### config.mk
export PLATFORM = sky130hd
export DESIGN_NAME = acq_timebase
export DESIGN_NICKNAME = d
export VERILOG_FILES = /design/src/rtl/acq_pkg.sv /design/src/rtl/acq_rate_div.sv /design/src/rtl/acq_trig_front.sv /design/src/rtl/acq_seq.sv /design/src/rtl/acq_timebase.sv
export SDC_FILE = /design/constraint.sdc
export NUM_CORES = 1
export LEC_CHECK = 0
export ABC_AREA = 1
export BUFFER_PORTS_ARGS = -buffer_cell sky130_fd_sc_hd__buf_4
export CORE_ASPECT_RATIO = 1.2
export CORE_MARGIN = 5
export CORE_UTILIZATION = 30
export CTS_BUF_LIST = sky130_fd_sc_hd__clkbuf_4
export CTS_CLUSTER_DIAMETER = 80
export DETAILED_ROUTE_END_ITERATION = 6
export HOLD_SLACK_MARGIN = 0.1
export SYNTH_ARGS = -nofsm -noshare
export SYNTH_HDL_FRONTEND = slang
export SYNTH_SLANG_ARGS = --single-unit
export TNS_END_PERCENT = 10
### constraint.sdc
create_clock -name clk_i -period 2.6 [get_ports clk_i]
set_input_delay 0.26 -clock clk_i [delete_from_list [all_inputs] [get_ports clk_i]]
set_output_delay 0.26 -clock clk_i [all_outputs]
set_load 0.1 [all_outputs]
### src/rtl/acq_pkg.sv
package acq_pkg;
  localparam int unsigned NUM_SRC = 4;
  localparam int unsigned SEL_W   = $clog2(NUM_SRC);

  typedef enum logic [2:0] {
    ST_IDLE  = 3'd0,
    ST_PRE   = 3'd1,
    ST_ARMED = 3'd2,
    ST_POST  = 3'd3,
    ST_DONE  = 3'd4
  } acq_state_e;

  // source order is the select encoding
  localparam int unsigned SRC_CH_A = 0;
  localparam int unsigned SRC_CH_B = 1;
  localparam int unsigned SRC_BUS  = 2;
  localparam int unsigned SRC_EXT  = 3;
endpackage

### src/rtl/acq_rate_div.sv
module acq_rate_div #(
  parameter int unsigned DIV_W = 16
) (
  input  logic             clk_i,
  input  logic             rst_ni,
  input  logic             run_i,
  input  logic [DIV_W-1:0] ratio_i,
  output logic             tick_o
);
  logic [DIV_W-1:0] cnt_q;
  logic [DIV_W-1:0] limit;

  assign limit  = (ratio_i == '0) ? '0 : ratio_i - DIV_W'(1);
  assign tick_o = run_i && (cnt_q >= limit);

  always_ff @(posedge clk_i or negedge rst_ni) begin
    if (!rst_ni)     cnt_q <= '0;
    else if (!run_i) cnt_q <= '0;
    else if (tick_o) cnt_q <= '0;
    else             cnt_q <= cnt_q + DIV_W'(1);
  end
endmodule

### src/rtl/acq_trig_front.sv
module acq_trig_front
  import acq_pkg::*;
#(
  parameter int unsigned SYNC_STAGES = 2
) (
  input  logic               clk_i,
  input  logic               rst_ni,
  input  logic [NUM_SRC-1:0] src_i,
  input  logic [SEL_W-1:0]   sel_i,
  output logic               rise_o
);
  logic [NUM_SRC-1:0] lvl;
  logic               sel_lvl;
  logic               prev_q;

  for (genvar g = 0; g < NUM_SRC; g++) begin : g_sync
    logic [SYNC_STAGES-1:0] sh_q;
    always_ff @(posedge clk_i or negedge rst_ni) begin
      if (!rst_ni) sh_q <= '0;
      else         sh_q <= {sh_q[SYNC_STAGES-2:0], src_i[g]};
    end
    assign lvl[g] = sh_q[SYNC_STAGES-1];
  end

  assign sel_lvl = lvl[sel_i];

  always_ff @(posedge clk_i or negedge rst_ni) begin
    if (!rst_ni) prev_q <= 1'b0;
    else         prev_q <= sel_lvl;
  end

  assign rise_o = sel_lvl & ~prev_q;
endmodule

### src/rtl/acq_seq.sv
module acq_seq
  import acq_pkg::*;
#(
  parameter int unsigned CNT_W = 16
) (
  input  logic             clk_i,
  input  logic             rst_ni,
  input  logic             start_i,
  input  logic             tick_i,
  input  logic             rise_i,
  input  logic [CNT_W-1:0] pre_count_i,
  input  logic [CNT_W-1:0] post_count_i,
  output logic             run_o,
  output logic             arm_o,
  output logic             seen_o,
  output logic             done_o,
  output logic             pulse_o
);
  acq_state_e       state_q, state_d;
  logic [CNT_W-1:0] pre_q, pre_d, post_q, post_d;
  logic [CNT_W-1:0] pre_inc;
  logic             seen_q, seen_d, pulse_q, pulse_d;

  assign pre_inc = pre_q + CNT_W'(1);

  always_comb begin
    state_d = state_q;
    pre_d   = pre_q;
    post_d  = post_q;
    seen_d  = seen_q;
    pulse_d = pulse_q;
    if (pulse_q && tick_i) pulse_d = 1'b0;
    unique case (state_q)
      ST_IDLE, ST_DONE: begin
        if (start_i) begin
          state_d = ST_PRE;
          pre_d   = '0;
          post_d  = '0;
          seen_d  = 1'b0;
          pulse_d = 1'b0;
        end
      end
      ST_PRE: begin
        if (pre_count_i == '0) begin
          state_d = ST_ARMED;
        end else if (tick_i) begin
          pre_d = pre_inc;
          if (pre_inc >= pre_count_i) state_d = ST_ARMED;
        end
      end
      ST_ARMED: begin
        if (rise_i) begin
          state_d = ST_POST;
          seen_d  = 1'b1;
          pulse_d = 1'b1; // a strobe in this cycle does not end the pulse
        end
      end
      ST_POST: begin
        if (tick_i) begin
          if (post_q == post_count_i) state_d = ST_DONE;
          else                        post_d  = post_q + CNT_W'(1);
        end
      end
      default: state_d = ST_IDLE;
    endcase
  end

  always_ff @(posedge clk_i or negedge rst_ni) begin
    if (!rst_ni) begin
      state_q <= ST_IDLE;
      pre_q   <= '0;
      post_q  <= '0;
      seen_q  <= 1'b0;
      pulse_q <= 1'b0;
    end else begin
      state_q <= state_d;
      pre_q   <= pre_d;
      post_q  <= post_d;
      seen_q  <= seen_d;
      pulse_q <= pulse_d;
    end
  end

  assign run_o   = (state_q == ST_PRE) || (state_q == ST_ARMED) || (state_q == ST_POST);
  assign arm_o   = (state_q == ST_ARMED);
  assign done_o  = (state_q == ST_DONE);
  assign seen_o  = seen_q;
  assign pulse_o = pulse_q;
endmodule

### src/rtl/acq_timebase.sv
module acq_timebase
  import acq_pkg::*;
#(
  parameter int unsigned DIV_W = 16,
  parameter int unsigned CNT_W = 16
) (
  input  logic             clk_i,
  input  logic             rst_ni,
  input  logic             start_i,
  input  logic [DIV_W-1:0] div_ratio_i,
  input  logic [CNT_W-1:0] pre_count_i,
  input  logic [CNT_W-1:0] post_count_i,
  input  logic [SEL_W-1:0] trig_sel_i,
  input  logic             trig_ch_a_i,
  input  logic             trig_ch_b_i,
  input  logic             trig_bus_i,
  input  logic             trig_ext_i,
  output logic             sample_en_o,
  output logic             arm_o,
  output logic             trig_seen_o,
  output logic             done_o,
  output logic             interp_pulse_o
);
  logic               run, tick, rise;
  logic [NUM_SRC-1:0] src;

  assign src[SRC_CH_A] = trig_ch_a_i;
  assign src[SRC_CH_B] = trig_ch_b_i;
  assign src[SRC_BUS]  = trig_bus_i;
  assign src[SRC_EXT]  = trig_ext_i;

  acq_rate_div #(.DIV_W(DIV_W)) u_div (
    .clk_i   (clk_i),
    .rst_ni  (rst_ni),
    .run_i   (run),
    .ratio_i (div_ratio_i),
    .tick_o  (tick)
  );

  acq_trig_front #(.SYNC_STAGES(2)) u_trig (
    .clk_i  (clk_i),
    .rst_ni (rst_ni),
    .src_i  (src),
    .sel_i  (trig_sel_i),
    .rise_o (rise)
  );

  acq_seq #(.CNT_W(CNT_W)) u_seq (
    .clk_i        (clk_i),
    .rst_ni       (rst_ni),
    .start_i      (start_i),
    .tick_i       (tick),
    .rise_i       (rise),
    .pre_count_i  (pre_count_i),
    .post_count_i (post_count_i),
    .run_o        (run),
    .arm_o        (arm_o),
    .seen_o       (trig_seen_o),
    .done_o       (done_o),
    .pulse_o      (interp_pulse_o)
  );

  assign sample_en_o = tick;
endmodule

==> results of run 1 <==
## layout make-up
cell class | count | share of cell area, %
clock buffers | 10 | 1.17
clock inverters | 5 | 1.17
inverters | 101 | 6.08
multi-input cells | 521 | 47.9
flip-flops and latches | 62 | 24.1
well taps | 212 | 4.12
repair buffers | 122 | 15.3
repair inverters | 1 | 0.136
## critical path, cell delays in order
cell	delay (ns)
buf_4	0.11
or2_4	0.23
nor2_4	0.11
nand2_4	0.07
nor2_4	0.10
nand2_2	0.06
nor2_2	0.10
buf_4	0.12
xor2_1	0.13
nand2_1	0.10
ha_4	0.28
nand4_1	0.14
nor2_1	0.13
nand2_1	0.10
nand2_2	0.10
inv_2	0.05
nor2_4	0.11
buf_12	0.18
## per-layer routing
metal / up-vias / track usage, % / share of wire [%]
li1: 2450 / - / -
met1: 2041 / 14.6 / 44
met2: 83 / 22.2 / 50
met3: 14 / 2.06 / 4.1
met4: 0 / 3.11 / 1.1
met5: - / 0 / 0
## power groups by stage
| stage | registers (W) | logic [W] | clock network [W] |
|---|---|---|---|
| 2_1_floorplan | 0.00137 | 0.00125 | 0 |
| 3_3_place_gp | 0.00132 | 0.00178 | 0 |
| 3_5_place_dp | 0.00132 | 0.00181 | 0 |
| 4_1_cts | 0.00130 | 0.00183 | 0.000780 |
| 5_1_grt | 0.00133 | 0.00226 | 0.000811 |
| 6_report | 0.00131 | 0.00201 | 0.000740 |
## path summary, 6_finish.rpt
| check | startpoint | endpoint | cells after the start |
|---|---|---|---|
| setup reg to reg | u_seq.pre_q[1] | u_seq.state_q[1] | 16 |
| setup / recovery | div_ratio_i[2] | sample_en_o | 18 |
| min in group asynchronous | rst_ni | u_seq.post_q[8] | 2 |
| hold / removal | trig_sel_i[1] | u_trig.prev_q | 4 |
| hold reg to reg | u_trig.g_sync[2].sh_q[0] | u_trig.g_sync[2].sh_q[1] | 0 |
| max in group asynchronous | rst_ni | u_seq.pre_q[4] | 2 |
## sequential cells by signal (all words and copies together) (netlist names)
register,count
u_div.cnt_q,16
u_seq.state_q,3
u_seq.pre_q,16
u_seq.pulse_o,1
u_seq.post_q,16
u_trig.g_sync.sh_q,8
u_seq.seen_o,1
u_trig.prev_q,1
## repair_timing
| action | 4_1_cts | 5_1_grt |
|---|---|---|
| pin swaps | 4 | 18 |
| hold buffers | 5 | 0 |
| buffers inserted | 4 | 4 |
| endpoints found under the hold margin | 66 | 0 |
| cloned | 0 | 2 |
| endpoints found under the setup margin | 3 | 50 |
| resized for setup | 8 | 40 |
## through the flow
| step | hold WS, ns | TNS [ns] | instances | power, W |
|---|---|---|---|---|
| after floorplan | -0.0356 | -0.594 | 696 | 0.00262 |
| after global placement | 0.332 | -13.85 | 1004 | 0.00309 |
| after detailed placement | 0.336 | -15.74 | 1004 | 0.00312 |
| after CTS | 0.152 | -0.179 | 1028 | 0.00390 |
| after global routing | 0.153 | -2.62 | 1034 | 0.00440 |
| final | 0.186 | -0.156 | 1034 | 0.00406 |
## synth_stat cells, types with 5 or more instances
library cell  number  area (um2)
a21oi_1           19        95.1
buf_6              5        56.3
dfrtp_1           62        1550
ha_1              37         463
inv_1             96         360
nand2_1          175         657
nand2_2           11        68.8
nand3_1           35         175
nand4_1           14        87.6
nor2_1            91         342
nor2_2             5        31.3
nor3_1            16        80.1
nor4_1             8        50.1
o21ai_0           13        65.1
o21ai_1           13        65.1
o21ai_2            8        70.1
or2_2              6        37.5
xnor2_1            8        70.1
xor2_1            44         385
## logic make-up (layout without fill, tap and decap cells)
kind of cell,after synthesis,in the layout,synth area share (%)
and+or+nand+nor,372,372,33.1
DFF,62,62,31.4
adders and majority gates,37,37,9.38
xor gates and xnor gates,52,52,9.23
buffers and inverters,113,239,9.71
AOI/OAI and AO/OA,60,60,7.08
==> results.md, run 1 <==
- The die outline height is 150 um.
- The arrival time of data at the critical path endpoint is 2.50 ns.
- After detailed routing, the number of remaining DRC violations is 0.
- The internal power component is 0.00229 W.
- Across the whole layout, storage elements account for 1550 um2.
- The worst setup skew after layout is 0.00397 ns.
- The clock insertion delay at the later pin of the skew report is 0.40 ns.
- In this run the register-to-register setup slack is 0.05 ns.
- Buffers inserted during clock tree synthesis total 9.
- The global placement routability congestion is 0.868.
- Setup repair after global routing could not meet its margin everywhere.
- The worst setup path is captured at an output pin.
- The number of antenna violations at the first check in global routing was 0.
- The top fanout value on the critical path is 2.
- Across every metal layer, demand over resource in global routing totals 12.1%.
- The chip width is 127 um.
- In this run, synthesis inferred 0 flip-flops with an integrated enable.
- The net switching fraction of the power is 43.5%.
- The proportion of layout cells with a drive suffix above 1 is 24.5%.
- Once layout is complete, the utilization of the core stands at 39.7%.
- Headroom to the max-slew limit came out at 46.7%.
- After clock tree synthesis, the clock-pin slew on the worst setup and hold paths is 0.10 ns.
- Summing all placed instances gives a cell area of 5930 um2.
- The fraction of power consumed by combinational cells is 49.5%.
- The hold violation total from the final report was 0.
- The final count of pins violating max slew came to 0.
- The initial core utilization is 30.4%.
- Synthesis produced a netlist with a net count of 790.
- The instance count of the mapped netlist is 696.
- The time the final worst path needs with I/O delays and setup is 2.76 ns.
- The synthesized flop and latch total is 62.
- The maximum level of the CTS H-tree is 3.
- The DRC marker count from the first detailed-route iteration is 194.
- For this design the top-level I/O count stands at 62.
- In this run the cell area of the synthesized design comes to 4930 um2.
- In this run the static leakage power is 3.23 nW.
- The final layout contains routed wiring with a total length of 11,700 um.
- After synthesis, the netlist uses 37 different library cells.
- The post-detailed-placement half-perimeter wirelength is 9120 um.
- Summing the sequential cell areas from Yosys gives 31.4% of the chip area.
- The max-cap check violation count is 0.
- The worst setup path is launched from an input pin.
- The final route contains 4,588 vias.
- The final instance area is 6440 um2.
- The post-place setup slack is -0.383 ns.
- The setup violation total in the final timing report is 1.
- The number of global-route vias before repair is 4,419.
- The pre-antenna-repair detailed-routing pass consisted of 5 iterations.
- Yosys printed 0 warnings.
- The worst setup path is of the in2out kind.
- For the pin with the worst max-slew slack, the measured transition is 0.800 ns.
- The die covers 19,100 um2.
- The fraction of power consumed by sequential logic is 32.3%.
- The area of combinational cells with multiple inputs is 3080 um2.
- The placeable core area is 16,200 um2.
- For the worst setup path, the data required time is 2.34 ns.
- The clock root buffer is clkbuf_4.
- After detailed routing, the average wire length per cell comes to 11.3 um.
- The top cell types in the final layout, fill and taps aside, are nand2_1 (171), buf_4 (111), inv_1 (96).
- The fill cell total of the finished layout is 1,728.
- The part of the total power dissipated in the clock network is 18.2%.
- The first-pass GRT wire length is 19,100 um.
- In the final design database the tool counted 912 nets.
- The async set-reset flop share out of synthesis is 100%.
- The analysis attributes to net switching a power of 0.00176 W.
- The mean instance size in the synthesized netlist is 7.09 um2.
- The pin count of the biggest net entering global routing is 63.
- The maximum buffer depth of the clock tree is 2.
- The most frequent standard cell in the layout excluding fill and tap cells is nand2_1.
- The most frequently used flop master after synthesis is dfrtp_1.
- VDD sags by at most 0.260 mV.
- The clock tree from TritonCTS is done.
- The area growth from synthesis to layout is 30.5%.
- Timing would allow up to 363 MHz.
- The initialized floorplan defines 51 standard-cell rows.
- The number of diodes is 0.
- The final reports fail on negative setup slack.
- The path class of the tightest hold or removal check is in2reg.
- The flow ran to the end, but the final reports show violations.
- The count of buffers added on input and output ports is 61.
- The number of vias per cell after detailed routing is 4.44.
- The number of antenna-violating nets in the routed design is 0.
- The total overflow left after global routing is 0.
- The clock sink total is 62.
- The ratio of final minimum period to clock period is 106%.
- The areal power density over the cells is 630 nW/um2.
- Setup slack on the critical path of the routed design comes to -0.156 ns.
Power figures use the tool's default switching activity.
==> run 2, diff against run 1 <==
Settings changed: PLACE_DENSITY_LB_ADDON set to 0.08.
==> results.md, run 2 (synthesis results as in run 1) <==
- The clock sink total is 62 (unchanged).
- The clock insertion delay at the later pin of the skew report is 0.43 ns (was 0.40 ns).
- The pin count of the biggest net entering global routing was 63 (unchanged).
- The delay of the slowest critical-path stage came to 0.29 ns (was 0.28 ns).
- The maximum buffer depth of the clock tree is 2 (unchanged).
- The startpoint of the most critical setup path is div_ratio_i[3] (was div_ratio_i[2]).
- The number of placed cells counting well taps is 1,011 (was 1,004).
- The slew at the pin with the worst max-slew slack was 0.830 ns (was 0.800 ns).
- The total placed instance area was 6000 um2 (was 5930 um2).
- The number of optimization iterations in the first detailed-route pass came to 4 (was 5).
- The worst ir drop on vdd is 0.315 mV (was 0.260 mV).
- The global router's overall resource usage came to 13.9% (was 12.1%).
- The number of antenna-violating nets in the routed design is 0 (unchanged).
- Status: finished with violations (unchanged).
- The number of nets in the finished design is 925 (was 912).
- The worst reg2reg path startpoint is u_seq.pre_q[0] (was u_seq.pre_q[1]).
- The sort of element at the start of the critical path is an input pin (unchanged).
- The sum of routed wire length over all layers is 13,200 um (was 11,700 um).
- The clock root buffer was clkbuf_4 (unchanged).
- The time the final worst path needs with I/O delays and setup is 2.77 ns (was 2.76 ns).
- The die outline area is 19,100 um2 (unchanged).
- The classification of the worst setup path is in2out (unchanged).
- The highest-delay cell along the critical path is ha_1 (was ha_4).
- The endpoint type of the worst setup path is an output pin (unchanged).
- The first-pass GRT wire length is 21,900 um (was 19,100 um).
- Largest registers: u_div.cnt_q x16, u_seq.post_q x16, u_seq.pre_q x16 (unchanged).
- The maximum level of the CTS H-tree is 3 (unchanged).
- The top fanout value on the critical path is 2 (unchanged).
- The number of global-route vias before repair was 4,799 (was 4,419).
- RSZ-0062 raised after global routing: true (unchanged).
- The post-detailed-placement half-perimeter wirelength came to 10,100 um (was 9120 um).
- The placeable core area is 16,200 um2 (unchanged).
- The worst slew margin relative to its limit is 44.7% (was 46.7%).
- Highest-count cells in the layout ignoring fill and taps: nand2_1 (163), buf_4 (117), inv_1 (95) (was nand2_1 (171), buf_4 (111), inv_1 (96)).
- The most frequent standard cell in the layout excluding fill and tap cells is nand2_1 (unchanged).
- Failing checks: negative setup slack (unchanged).
- The areal power density over the cells came to 664 nW/um2 (was 630 nW/um2).
- The final instance area is 6620 um2 (was 6440 um2).
- The initial core utilization is 30.4% (unchanged).
- The number of port buffers is 61 (unchanged).
- The number of vias per cell after detailed routing is 4.60 (was 4.44).
- The number of buffers created by CTS came to 9 (unchanged).
- The total DRC errors in the routed layout was 0 (unchanged).
- The fill cell total of the finished layout came to 1,708 (was 1,728).
- The highest clock frequency the design can meet came to 361 MHz (was 363 MHz).
- The setup violation total in the final timing report is 4 (was 1).
- The ratio of final minimum period to clock period was 107% (was 106%).
- The required time at the endpoint of the critical path is 2.34 ns (about the same).
- The kind of cell adding the most delay to the critical path is simple AND/OR/NAND/NOR gates (unchanged).
- The row count is 51 (unchanged).
- The clock tree from TritonCTS is done (unchanged).
- The aggregate global routing overflow was 0 (unchanged).
- The chip width came to 127 um (unchanged).
- The final cell count without fillers is 1,049 (was 1,034).
- The routed length per placed instance came to 12.6 um (was 11.3 um).
- The via total after detailed routing is 4,825 (was 4,588).
- The final count of pins violating max slew is 0 (unchanged).
- The die outline height is 150 um (unchanged).
- The hold violation total from the final report was 0 (unchanged).
- The arrival time of data at the critical path endpoint came to 2.51 ns (was 2.50 ns).
- The path category of the worst min-delay check is in2reg (unchanged).
- The clock-pin slew reported for the worst setup and hold paths after clock tree synthesis is 0.12 ns (was 0.10 ns).
- The DRC marker count from the first detailed-route iteration is 242 (was 194).
- The total I/O pin count is 62 (unchanged).
- The number of buffer and inverter instances along the worst setup path was 4 (unchanged).
- The proportion of layout cells with a drive suffix above 1 is 26.9% (was 24.5%).
- The leakage dissipation is 3.31 nW (was 3.23 nW).
- The worst setup slack after layout came to -0.173 ns (was -0.156 ns).
- The growth of design area from synthesis to finish is 34.2% (was 30.5%).
- The number of antenna violations at the first check in global routing was 1 (was 0).
- The global placement routability congestion was 0.863 (was 0.868).
- The final total negative setup slack was -0.590 ns (was -0.156 ns).
- The post-place setup slack is -0.341 ns (was -0.383 ns).
- Cell Chain, Critical Path: buf_6, or2_4, nor2_2, nand2_2, nor2_4, nand2_2, nor2_4, buf_4, xor2_1, nand2_1, ha_1, nand4_1, nor2_1, nand2_1, nand2_2, inv_2, nor2_4, buf_12 (was buf_4, or2_4, nor2_4, nand2_4, nor2_4, nand2_2, nor2_2, buf_4, xor2_1, nand2_1, ha_4, nand4_1, nor2_1, nand2_1, nand2_2, inv_2, nor2_4, buf_12).
- The worst setup skew after layout is 0.0187 ns (was 0.00397 ns).
- The max-cap check violation count came to 0 (unchanged).
- The start point of the worst hold path was trig_sel_i[1] (unchanged).
run 2: changes by cell type in the layout (fill, tap and decap cells not counted), sizes merged:
cell,previous run,this run
diode,0,1
inv,100,105
buf,116,128
clkbuf,11,10
clkinv,5,3
run 2: per-layer routing:
| layer | vias to the layer above | share of wire [%] | track usage, % |
|---|---|---|---|
| met1 | 2220 | 42 | 16.6 |
| met3 | 27 | 3.9 | 2.38 |
| li1 | 2478 | - | - |
| met5 | - | 0 | 0 |
| met2 | 100 | 51 | 24.8 |
| met4 | 0 | 2.6 | 5.26 |
run 2: area by class of cell:
| cell class | instances | area (um2) | share of cell area (%) |
|---|---|---|---|
| Antenna cell | 1 | 2.50 | 0.0378 |
| Clock buffer | 9 | 67.6 | 1.02 |
| Clock inverter | 7 | 104 | 1.57 |
| Inverter | 101 | 392 | 5.92 |
| Multi-Input combinational cell | 521 | 3100 | 46.9 |
| Sequential cell | 62 | 1550 | 23.4 |
| Tap cell | 212 | 265 | 4.01 |
| Timing Repair Buffer | 134 | 1120 | 16.9 |
| Timing Repair inverter | 2 | 20.0 | 0.302 |
run 2: tightest hold or removal path: cells and delay by family:
kind,cells,cell delay [ns]
AOI/OAI and AO/OA,1,0.03
buffers and inverters,1,0.08
and+or+nand+nor,2,0.18
run 2: path summary, 6_finish.rpt:
| path | depth (start not counted) | to | slack (ns) |
|---|---|---|---|
| worst max-delay path | 18 | sample_en_o | -0.17 |
| worst min-delay path | 4 | u_trig.prev_q | 0.17 |
| max in group asynchronous | 2 | u_div.cnt_q[6] | 1.59 |
| worst max register to register | 17 | u_seq.state_q[1] | -0.17 |
| min in group asynchronous | 2 | u_seq.pre_q[13] | 0.47 |
| worst min register to register | 0 | u_trig.g_sync[0].sh_q[1] | 0.36 |
run 2: per-stage QoR:
stage	power [W]	hold WS (ns)	utilization (%)
floorplan	0.00262	-0.0356	-
global placement	0.00321	0.333	37.0
detailed placement	0.00325	0.335	37.0
CTS	0.00412	0.143	39.0
global route	0.00477	0.148	40.8
finish	0.00440	0.172	40.8
run 2: power breakdown:
part           switching, W  internal [W]
Sequential         0.000173       0.00113
Combinational       0.00136      0.000912
Clock              0.000421      0.000405
run 2: what timing repair did:
item | CTS | global route
hold endpoints to repair | 66 | 0
resized for setup | 16 | 50
hold buffers | 5 | 0
setup endpoints to repair | 4 | 51
pin swaps | 2 | 31
buffers inserted | 6 | 7
gates cloned | 0 | 3
==> run 3, diff against run 2 <==
==> constraint.sdc (replaced) <==
create_clock -name clk_i -period 2.6 [get_ports clk_i]
set_input_delay 0.39 -clock clk_i [delete_from_list [all_inputs] [get_ports clk_i]]
set_output_delay 0.39 -clock clk_i [all_outputs]
set_load 0.1 [all_outputs]
==> results.md, run 3 (synthesis results as in run 1) <==
- The maximum level of the CTS H-tree is 3 (unchanged).
- The DRC marker count from the first detailed-route iteration came to 281 (was 242).
- The worst hold path cell count is 4 (unchanged).
- The pin count of the biggest net entering global routing came to 63 (unchanged).
- The chip width came to 127 um (unchanged).
- The clock sink total is 62 (unchanged).
- The part of the total power dissipated in the clock network was 16.8% (was 18.8%).
- The global router's overall resource usage is 14.1% (was 13.9%).
- The fraction of power consumed by sequential logic came to 31.5% (was 29.6%).
- The ratio of final minimum period to clock period came to 115% (was 107%).
- The kind of cell adding the most delay to the critical path was simple AND/OR/NAND/NOR gates (unchanged).
- RSZ-0062 raised after global routing: true (unchanged).
- The number of antenna violations at the first check in global routing was 1 (unchanged).
- The worst ir drop on vdd is 0.240 mV (was 0.315 mV).
- The growth of design area from synthesis to finish is 33.7% (was 34.2%).
- The net switching fraction of the power came to 45.2% (was 44.5%).
- The number of antenna-violating nets in the routed design is 0 (unchanged).
- The via total after detailed routing is 4,778 (was 4,825).
- The required time at the endpoint of the critical path came to 2.21 ns (was 2.34 ns).
- Highest-count cells in the layout ignoring fill and taps: nand2_1 (170), buf_4 (127), inv_1 (92) (was nand2_1 (163), buf_4 (117), inv_1 (95)).
- The hold violation total from the final report is 0 (unchanged).
- The number of port buffers is 61 (unchanged).
- The sequential cell area is 1550 um2 (about the same).
- The proportion of layout cells with a drive suffix above 1 is 27.5% (was 26.9%).
- The number of global-route vias before repair came to 4,794 (was 4,799).
- The total I/O pin count came to 62 (unchanged).
- The aggregate global routing overflow is 0 (unchanged).
- The worst reg2reg path startpoint is u_seq.pre_q[0] (unchanged).
- The highest clock frequency the design can meet is 334 MHz (was 361 MHz).
- The leakage dissipation is 3.30 nW (was 3.31 nW).
- The capturing point of the worst reg2reg path is u_seq.state_q[1] (unchanged).
- The global placement routability congestion is 0.868 (was 0.863).
- Failing checks: negative setup slack (unchanged).
- The logic depth of the worst register-to-register path was 19 (was 17).
- Status: finished with violations (unchanged).
- The delay of the slowest critical-path stage came to 0.29 ns (about the same).
- The switching power is 0.00186 W (was 0.00196 W).
- The setup violation total in the final timing report is 3 (was 4).
- The most frequent standard cell in the layout excluding fill and tap cells is nand2_1 (unchanged).
- The total DRC errors in the routed layout came to 0 (unchanged).
- The time the final worst path needs with I/O delays and setup is 2.99 ns (was 2.77 ns).
- The row count came to 51 (unchanged).
- The number of buffer and inverter instances along the worst setup path is 3 (was 4).
- The fraction of power consumed by combinational cells is 51.7% (about the same).
- The fill cell total of the finished layout is 1,732 (was 1,708).
- The number of optimization iterations in the first detailed-route pass came to 4 (unchanged).
- The endpoint type of the worst setup path is an output pin (unchanged).
- The internal power component was 0.00226 W (was 0.00244 W).
- The final count of pins violating max slew is 0 (unchanged).
- The slew at the pin with the worst max-slew slack was 0.814 ns (was 0.830 ns).
- The post-place setup slack is -0.591 ns (was -0.341 ns).
- Cell Chain, Critical Path: buf_6, or2_4, nor2_4, nand2_2, nor2_4, nand2_2, nor2_4, nand3b_1, xnor2_1, nand2_1, ha_4, nand4_1, a21oi_1, nor2_2, nand2_2, inv_2, nor2_4, buf_12 (was buf_6, or2_4, nor2_2, nand2_2, nor2_4, nand2_2, nor2_4, buf_4, xor2_1, nand2_1, ha_1, nand4_1, nor2_1, nand2_1, nand2_2, inv_2, nor2_4, buf_12).
- Largest registers: u_div.cnt_q x16, u_seq.post_q x16, u_seq.pre_q x16 (unchanged).
- The arrival time of data at the critical path endpoint was 2.60 ns (was 2.51 ns).
- The classification of the worst setup path is in2out (unchanged).
- The worst slew margin relative to its limit is 45.7% (was 44.7%).
- The number of buffers created by CTS is 9 (unchanged).
- The number of nets in the finished design is 932 (was 925).
- The worst setup slack after layout was -0.390 ns (was -0.173 ns).
- The highest-delay cell along the critical path is ha_4 (was ha_1).
- The sum of routed wire length over all layers came to 13,000 um (was 13,200 um).
- The die outline area was 19,100 um2 (unchanged).
- The top fanout value on the critical path is 3 (was 2).
- The initial core utilization was 30.4% (unchanged).
- The cell that appears most often on the critical path is nor2_4.
- The area of combinational cells with multiple inputs came to 3100 um2 (about the same).
- The clock-pin slew reported for the worst setup and hold paths after clock tree synthesis is 0.12 ns (about the same).
- The first-pass GRT wire length came to 21,900 um (about the same).
- The post-detailed-placement half-perimeter wirelength is 10,300 um (was 10,100 um).
- The setup slack on the worst flop-to-flop path was 0.02 ns (was -0.17 ns).
- The path category of the worst min-delay check is in2reg (unchanged).
- The final total power is 0.00412 W (was 0.00440 W).
- The clock root buffer is clkbuf_4 (unchanged).
- The routed length per placed instance was 12.4 um (was 12.6 um).
- The number of vias per cell after detailed routing is 4.52 (was 4.60).
- The clock tree from TritonCTS is done (unchanged).
- The worst setup skew after layout is 0.0179 ns (was 0.0187 ns).
- The sort of element at the start of the critical path was an input pin (unchanged).
- The clock insertion delay at the later pin of the skew report was 0.42 ns (was 0.43 ns).
- The die outline height was 150 um (unchanged).
- The areal power density over the cells is 625 nW/um2 (was 664 nW/um2).
- The start point of the worst hold path is trig_sel_i[1] (unchanged).
- The max-cap check violation count is 0 (unchanged).
- The maximum buffer depth of the clock tree is 2 (unchanged).
- The placeable core area is 16,200 um2 (unchanged).
- The end point of the most critical hold path is u_trig.prev_q (unchanged).
## run 3: changes by cell type in the layout (fill, tap and decap cells not counted), sizes merged
cell | previous run | this run
inv | 105 | 100
clkbuf | 10 | 9
clkinv | 3 | 5
buf | 128 | 137
bufinv | 2 | 1
clkinvlp | 0 | 3
## run 3: power by group through the flow
stage               combinational [W]  sequential, W  clock (W)
finish                        0.00213        0.00130   0.000692
global placement              0.00192        0.00131          0
floorplan                     0.00125        0.00137          0
global route                  0.00241        0.00132   0.000772
CTS                           0.00211        0.00130   0.000727
detailed placement            0.00196        0.00131          0
## run 3: stage by stage
stage               area [um2]  instances  util, %  setup TNS (ns)  hold WS [ns]
finish                    6600       1056     40.7          -0.585         0.317
global route              6600       1056     40.7           -7.48         0.309
CTS                       6470       1053     39.9          -0.565         0.289
floorplan                 4950        696        -           -5.54        0.0944
global placement          6050       1019     37.3          -23.19         0.334
detailed placement        6050       1019     37.3          -23.66         0.336
## run 3: cell type report
type | count | area share [%]
Multi-Input combinational cell | 521 | 47.0
Sequential cell | 62 | 23.5
Timing Repair Buffer | 142 | 17.2
Inverter | 101 | 5.92
Tap cell | 212 | 4.02
Clock inverter | 7 | 1.12
Clock buffer | 9 | 1.02
Timing Repair inverter | 1 | 0.114
Antenna cell | 1 | 0.0379
## run 3: tightest hold or removal path, delay by kind of cell
family                 cells  cell delay [ns]
AO/OA/AOI/OAI              1             0.03
buffers and inverters      1             0.08
AND/OR/NAND/NOR            2             0.18
## run 3: routing by layer
metal  wire [um]  GRT usage (%)  part of all wire [%]
met5           0              0                     0
met4         251           4.83                   1.9
met3         382           2.27                   2.9
met2        6790           26.2                    52
met1        5630           16.2                    43
## run 3: how the worst max path moves through the flow
stage	end	slack (ns)	start	cells past startpoint
after floorplan	sample_en_o	-0.40	div_ratio_i[1]	16
final	sample_en_o	-0.39	div_ratio_i[1]	18
after CTS	sample_en_o	-0.42	div_ratio_i[4]	18
after detailed placement	u_seq.state_q[1]	-0.59	div_ratio_i[1]	22
after global routing	sample_en_o	-0.65	div_ratio_i[1]	18
after global placement	sample_en_o	-0.57	div_ratio_i[3]	20
## run 3: timing repair
| action | in CTS | in global routing |
|---|---|---|
| gates cloned | 0 | 1 |
| hold buffers | 5 | 0 |
| gates resized for setup | 28 | 39 |
| pin swaps | 14 | 20 |
| setup endpoints to repair | 30 | 52 |
| buffers inserted | 14 | 2 |
| endpoints found under the hold margin | 66 | 0 |
